### src/rtl/uart_tx_pkg.sv
// Shared constants and the fixed prescale decode of the serial transmitter.
// Assumes the prescale code is two bits wide.
package uart_tx_pkg;
    localparam int PRE_W = 4;   // wide enough for the largest prescale ratio minus one

    // Maps a prescale code to its divide ratio.
    function automatic int prescale_div(input logic [1:0] code);
        case (code)
            2'd0:    return 1;
            2'd1:    return 3;
            2'd2:    return 4;
            default: return 13;
        endcase
    endfunction
endpackage

### src/rtl/uart_tx_baud.sv
// Bit-rate enable generator: a prescaler followed by a power-of-two divider.
// It produces a one-cycle pulse at sixteen times the bit rate.
// Assumes the configuration changes only while the line is idle. Counters
// that are beyond a new, smaller limit wrap at once.
module uart_tx_baud
    import uart_tx_pkg::*;
#(
    parameter int SEL_W = 3
) (
    input  logic             clk,
    input  logic             rst_n,
    input  logic [1:0]       pre_code,
    input  logic [SEL_W-1:0] sel_code,
    output logic             tick16
);
    localparam int SELC_W = (1 << SEL_W) - 1;

    logic [PRE_W-1:0]  pre_cnt;
    logic [PRE_W-1:0]  pre_lim;
    logic [SELC_W-1:0] sel_cnt;
    logic [SELC_W-1:0] sel_lim;
    logic              pre_hit;
    logic              sel_hit;

    // Decode the terminal counts for both stages.
    always_comb begin
        pre_lim = PRE_W'(prescale_div(pre_code) - 1);
        sel_lim = ~({SELC_W{1'b1}} << sel_code);
        pre_hit = (pre_cnt >= pre_lim);
        sel_hit = (sel_cnt >= sel_lim);
    end

    // First stage: the prescale counter.
    always_ff @(posedge clk) begin
        if (!rst_n)       pre_cnt <= '0;
        else if (pre_hit) pre_cnt <= '0;
        else              pre_cnt <= pre_cnt + 1'b1;
    end

    // Second stage: counts prescaler terminal counts.
    always_ff @(posedge clk) begin
        if (!rst_n)       sel_cnt <= '0;
        else if (pre_hit) sel_cnt <= sel_hit ? '0 : sel_cnt + 1'b1;
    end

    assign tick16 = pre_hit && sel_hit;

    // Unless the total ratio is 1, two enables never fall in adjacent cycles
    // while the configuration is steady.
    assert_tick_gap_R1: assert property (@(posedge clk) disable iff (!rst_n)
        (tick16 && (pre_lim != '0 || sel_lim != '0)) |=>
        (!tick16 || !$stable(pre_code) || !$stable(sel_code)));
endmodule

### src/rtl/uart_tx_frame.sv
// Frame engine: it counts sixteen enables per bit and shifts out start bit,
// data bits and stop bit, or all-zero break frames.
// Frames start only on an enable. A frame may follow the previous stop bit
// with no gap. Clearing the enable aborts the current frame and forces the
// line high.
module uart_tx_frame #(
    parameter int DATA_W  = 8,
    parameter int OS_RATE = 16
) (
    input  logic              clk,
    input  logic              rst_n,
    input  logic              tick16,
    input  logic              te,
    input  logic              sbk,
    input  logic              nine,
    input  logic              bit8,
    input  logic              pending,
    input  logic [DATA_W-1:0] data,
    output logic              txd,
    output logic              take,
    output logic              done
);
    localparam int FRM_W = DATA_W + 3;
    localparam int SUB_W = $clog2(OS_RATE);
    localparam int IDX_W = $clog2(FRM_W);

    logic             busy;
    logic             brk;
    logic [FRM_W-1:0] sh;
    logic [IDX_W-1:0] idx;
    logic [SUB_W-1:0] sub;
    logic             last_sub;
    logic             last_bit;
    logic             frame_end;
    logic             may_start;
    logic [FRM_W-1:0] new_frame;

    // Decode the bit boundaries, the start condition and the next frame image.
    always_comb begin
        last_sub  = (sub == SUB_W'(OS_RATE - 1));
        last_bit  = (idx == (nine ? IDX_W'(FRM_W - 1) : IDX_W'(FRM_W - 2)));
        frame_end = busy && tick16 && last_sub && last_bit;
        may_start = te && tick16 && (!busy || frame_end) && (sbk || pending);
        new_frame = sbk ? '0 : {1'b1, (nine ? bit8 : 1'b1), data, 1'b0};
    end

    // Sequence the frame. The line is always the low bit of the shifter.
    always_ff @(posedge clk) begin
        if (!rst_n || !te) begin
            busy <= 1'b0;
            brk  <= 1'b0;
            sh   <= '1;
            idx  <= '0;
            sub  <= '0;
        end else if (may_start) begin
            busy <= 1'b1;
            brk  <= sbk;
            sh   <= new_frame;
            idx  <= '0;
            sub  <= '0;
        end else if (frame_end) begin
            busy <= 1'b0;
            brk  <= 1'b0;
            sh   <= '1;
            idx  <= '0;
            sub  <= '0;
        end else if (busy && tick16) begin
            sub <= last_sub ? '0 : sub + 1'b1;
            if (last_sub) begin
                idx <= idx + 1'b1;
                sh  <= {1'b1, sh[FRM_W-1:1]};
            end
        end
    end

    assign txd  = sh[0];
    assign take = may_start && !sbk;
    assign done = frame_end && !may_start;

    assert_te_off_high_R9: assert property (@(posedge clk) disable iff (!rst_n)
        !te |=> txd);
    assert_break_low_R8: assert property (@(posedge clk) disable iff (!rst_n)
        (busy && brk) |-> !txd);
    assert_take_start_R4: assert property (@(posedge clk) disable iff (!rst_n)
        take |=> (busy && !txd));
    assert_done_quiet_R5: assert property (@(posedge clk) disable iff (!rst_n)
        done |=> (!busy && txd));
endmodule

### src/rtl/uart_tx_core.sv
// Serial transmitter top: the holding register, the two status flags and the
// interrupt request, joined to the bit-rate generator and the frame engine.
// A write always wins over a flag set in the same cycle. A write that hits a
// full holding register replaces the character in it.
module uart_tx_core #(
    parameter int DATA_W  = 8,
    parameter int OS_RATE = 16,
    parameter int SEL_W   = 3
) (
    input  logic              clk,
    input  logic              rst_n,
    input  logic [7:0]        baud_cfg,
    input  logic [7:0]        ctrl,
    input  logic              fmt_nine,
    input  logic              tx_bit8,
    input  logic              wr_en,
    input  logic [DATA_W-1:0] wr_data,
    output logic              txd,
    output logic              tdre,
    output logic              tc,
    output logic              irq
);
    logic              tick16;
    logic              take;
    logic              done;
    logic [DATA_W-1:0] hold_q;
    logic              tdre_q;
    logic              tc_q;
    logic              unused_bits;

    assign unused_bits = ^{ctrl[5:4], ctrl[2:1], baud_cfg[7:6], baud_cfg[3]};

    uart_tx_baud #(.SEL_W(SEL_W)) u_baud (
        .clk      (clk),
        .rst_n    (rst_n),
        .pre_code (baud_cfg[5:4]),
        .sel_code (baud_cfg[SEL_W-1:0]),
        .tick16   (tick16)
    );

    uart_tx_frame #(.DATA_W(DATA_W), .OS_RATE(OS_RATE)) u_frame (
        .clk     (clk),
        .rst_n   (rst_n),
        .tick16  (tick16),
        .te      (ctrl[3]),
        .sbk     (ctrl[0]),
        .nine    (fmt_nine),
        .bit8    (tx_bit8),
        .pending (!tdre_q),
        .data    (hold_q),
        .txd     (txd),
        .take    (take),
        .done    (done)
    );

    // Holding register and the two flags.
    always_ff @(posedge clk) begin
        if (!rst_n) begin
            hold_q <= '0;
            tdre_q <= 1'b1;
            tc_q   <= 1'b1;
        end else begin
            if (wr_en) hold_q <= wr_data;
            if (wr_en)     tdre_q <= 1'b0;
            else if (take) tdre_q <= 1'b1;
            if (wr_en)     tc_q <= 1'b0;
            else if (done) tc_q <= 1'b1;
        end
    end

    assign tdre = tdre_q;
    assign tc   = tc_q;
    assign irq  = (ctrl[7] && tdre_q) || (ctrl[6] && tc_q);

    assert_write_clears_R4: assert property (@(posedge clk) disable iff (!rst_n)
        wr_en |=> (!tdre && !tc));
    assert_take_frees_R4: assert property (@(posedge clk) disable iff (!rst_n)
        (take && !wr_en) |=> tdre);
    assert_done_sets_tc_R5: assert property (@(posedge clk) disable iff (!rst_n)
        (done && !wr_en) |=> tc);
endmodule

### config.mk
export PLATFORM = sky130hd
export DESIGN_NAME = uart_tx_core
export DESIGN_NICKNAME = d
export VERILOG_FILES = /design/src/rtl/uart_tx_pkg.sv /design/src/rtl/uart_tx_baud.sv /design/src/rtl/uart_tx_frame.sv /design/src/rtl/uart_tx_core.sv
export SDC_FILE = /design/constraint.sdc
export NUM_CORES = 1
export LEC_CHECK = 0
export BUFFER_PORTS_ARGS = -buffer_cell sky130_fd_sc_hd__buf_2
export CELL_PAD_IN_SITES_DETAIL_PLACEMENT = 1
export CELL_PAD_IN_SITES_GLOBAL_PLACEMENT = 1
export CORE_UTILIZATION = 47
export CTS_CLUSTER_DIAMETER = 200
export DETAILED_ROUTE_END_ITERATION = 8
export GPL_TIMING_DRIVEN = 1
export HOLD_SLACK_MARGIN = 0.1
export PLACE_DENSITY_LB_ADDON = 0.1
export SLEW_MARGIN = 10
export SYNTH_ARGS = -nofsm -noshare
export SYNTH_HDL_FRONTEND = slang
export SYNTH_SLANG_ARGS = --single-unit
### constraint.sdc
create_clock -name clk -period 9.3 [get_ports clk]
set_clock_uncertainty 0.2 [all_clocks]
set_input_delay 2.79 -clock clk [delete_from_list [all_inputs] [get_ports clk]]
set_output_delay 2.79 -clock clk [all_outputs]
set_load 0.1 [all_outputs]
==> impl_results.md <==
- Util after Layout: a little under three fifths
- Final Max Slew Viols: 0
- Minimum clock period: 6400 ps
- Post-CTS Setup Bufs: 0
- Number of synthesized flops with an enable pin: 0
- CP endpoint kind: output port
- Yosys warning count: 0
- CTS root buffer: clkbuf_8
- Die Ht: between 70 and 80 µm
- Post-DP HPWL: between 3 and 4 mm
- Port Buffers: 25
- Core Footprint: approximately 4400 µm²
- HP Class: reg -> reg
- # rows: 24
- Fmax: roughly 160 MHz
- Worst-Margin Slew: between 700 and 800 ps
- # DRC: 0
- Async S/R FF share, synth: 0%
- CP max FO: 1
- Fin crit share: about 70%
- Routed WL per cell: 14.7 µm
- Hold bufs inserted after CTS: 0
- Vias in the first global route: between 1500 and 2000
- Post-DRT Antenna Nets: 0
- Initial Util: approximately half
- Reg clk slew, reported paths: ~80 ps
- Worst Path Arrival: ~3400 ps
- Synth Area in Simple Gates: a little over a fifth
- Die extent in x: approximately 70 µm
- Crit path kind: in -> out
- Worst-Skew Late Latency: 290 ps
- Main combinational cell family by area after synthesis: simple AND/OR/NAND/NOR gates
- Final nets: 300
- Clk buf depth: 2
- Dominant synthesized flop cell: dfxtp_1
- Gp weighted congestion: 0.766
- First-pass GRT wire length: 8.19 mm
- I/O pin count: 33
- Worst Path Required: ~6300 ps
- CTS H-tree depth: 2
- Net Count, Synth: around 270
- CTS tree: done
- GRT Residual Overflow: 0
- Mux cell area share after synthesis: 10.2%
- PwrDens: around 150 nW/µm²
- Cell internal pwr: ~0.27 mW
- Sequential share of power: between 50% and 60%
- Synth Cell Area: approximately 2200 µm²
- Post-CTS Resized: 0
- Synth Register Bits: 41
- Final Hold Viols: 0
- Synthesized area per cell: roughly 9.6 µm²
- Synth Area in Compound Gates: ~14%
- Hold slack final: ~270 ps
- Peak VDD IR: roughly 0.13 mV
- Leakage: 1.03 nW
- Max Cap Violations: 0
- Clk pwr share: 34.2%
- Synth area leaders: dfxtp_1, ha_1, mux2i_1, a221o_1, nand2b_1
- Via count: ~1700
- Area share of the largest cell type after synthesis: a little under two fifths
- CTS Buf Count: 5
- Xor and xnor fraction of the mapped netlist area: 4.40%
- Switching share of total power: between 20% and 30%
- Routed WL: approximately 4.5 mm
- Largest net degree at the start of global routing: 17
- Drt via density: 5.53
- Slew margin rel.: 49.4%
- NetSw: approximately 0.10 mW
- Initial antenna violation count: 0
- P&R area growth vs syn: 11.9%
- Drt first pass iters: 4
- Area leader, netlist: dfxtp_1
- Combinational Power Share: around 16%
- Status: finished clean
- Layout cells sized above 1: between 10% and 20%
- Post-Synth Adder-Cell Area: 9.71%
- # setup viols final: 0
- Critical path startpoint category: input pin
- Initial DRC Count: 57
- Unrepaired setup endpoints after global routing: false
- Synth unique cells: 40
- TNS Setup: 0 ps
- Die footprint: 4940 µm²
- All-Layer GR Usage: 21.1%
- Sequential area share after synthesis: 37.5%
- CTS sink cnt: 41
- Cells after Synth: 228
- Ant diodes: 0
-- worst paths after layout --
check | to | depth (start not counted) | slack, ps | from
max | irq | 3 | 2900 | ctrl[6]
min | u_baud.pre_cnt[0]$_SDFF_PP0_ | 1 | 270 | u_baud.pre_cnt[0]$_SDFF_PP0_
min reg2reg | u_baud.pre_cnt[0]$_SDFF_PP0_ | 1 | 270 | u_baud.pre_cnt[0]$_SDFF_PP0_
max reg2reg | u_frame.sh[8]$_SDFFE_PP1P_ | 8 | 6510 | u_baud.sel_cnt[0]$_SDFFE_PN0P_
-- state kept, by name, indices dropped and copies added (netlist names) --
name and count:
u_frame.sh 11, u_baud.sel_cnt 7, u_baud.pre_cnt 4, u_frame.idx 4
u_frame.busy 1, tc 1, hold_q 8, u_frame.sub 4
tdre 1
-- cell families (layout without fill, tap and decap cells) --
| group | after synthesis | in the layout |
|---|---|---|
| xor+xnor | 11 | 11 |
| simple gates | 83 | 83 |
| mux | 20 | 20 |
| flops | 41 | 41 |
| fa+ha+maj | 17 | 17 |
| compound gates | 41 | 41 |
| buf+inv | 15 | 42 |
-- synthesized netlist by cell type (4+ instances only) --
master	instances
dfxtp_1	41
nor2_1	18
ha_1	17
nand2b_1	13
mux2i_1	10
nand2_1	10
nor2b_1	10
a21oi_1	9
a221o_1	9
inv_1	9
xor2_1	9
nand3_1	8
o21ai_0	8
mux2_2	7
nand4_1	7
clkbuf_1	5
and3_1	4
or3_1	4
-- layer usage --
| layer | global-route usage (%) | part of all wire [%] |
|---|---|---|
| met5 | 0 | 0 |
| met4 | 4.00 | 0.89 |
| met3 | 5.63 | 2.4 |
| met2 | 35.4 | 48 |
| met1 | 27.3 | 49 |
-- stage by stage --
stage	instance area, µm²	std cells	power [mW]	worst slack, ps
6_report	2450	307	0.375	2900
5_1_grt	2450	307	0.395	2890
4_1_cts	2450	307	0.380	2900
3_5_place_dp	2350	299	0.252	2900
3_3_place_gp	2350	299	0.250	2890
2_1_floorplan	2190	228	0.235	2770
-- worst max-delay path, stage by stage --
cell and delay (ps):
buf_2 90, a22o_1 110, buf_2 410
-- cells in the final DEF (no fill, tap or decap), types with 10 or more instances in the layout --
cell type,netlist,routed
ha_1,17,17
mux2i_1,10,10
nor2_1,18,18
nand2_1,10,10
nand2b_1,13,13
dfxtp_1,41,41
nor2b_1,10,10
buf_2,0,25
-- cell type report --
cell class	count	area (µm²)
sequential	41	821
clock inverter	1	5.00
tap	52	65.1
clock buffer	7	96.3
fill	513	1960
timing repair buffer	25	125
multi-input combinational	172	1310
inverter	9	33.8
-- power groups by stage --
stage | registers, mW | clock network [mW] | logic, mW
after global routing | 0.190 | 0.140 | 0.0657
final | 0.189 | 0.128 | 0.0580
after floorplan | 0.196 | 0 | 0.0390
after detailed placement | 0.193 | 0 | 0.0588
after CTS | 0.189 | 0.132 | 0.0592
after global placement | 0.193 | 0 | 0.0571
Power figures use the tool's default switching activity.
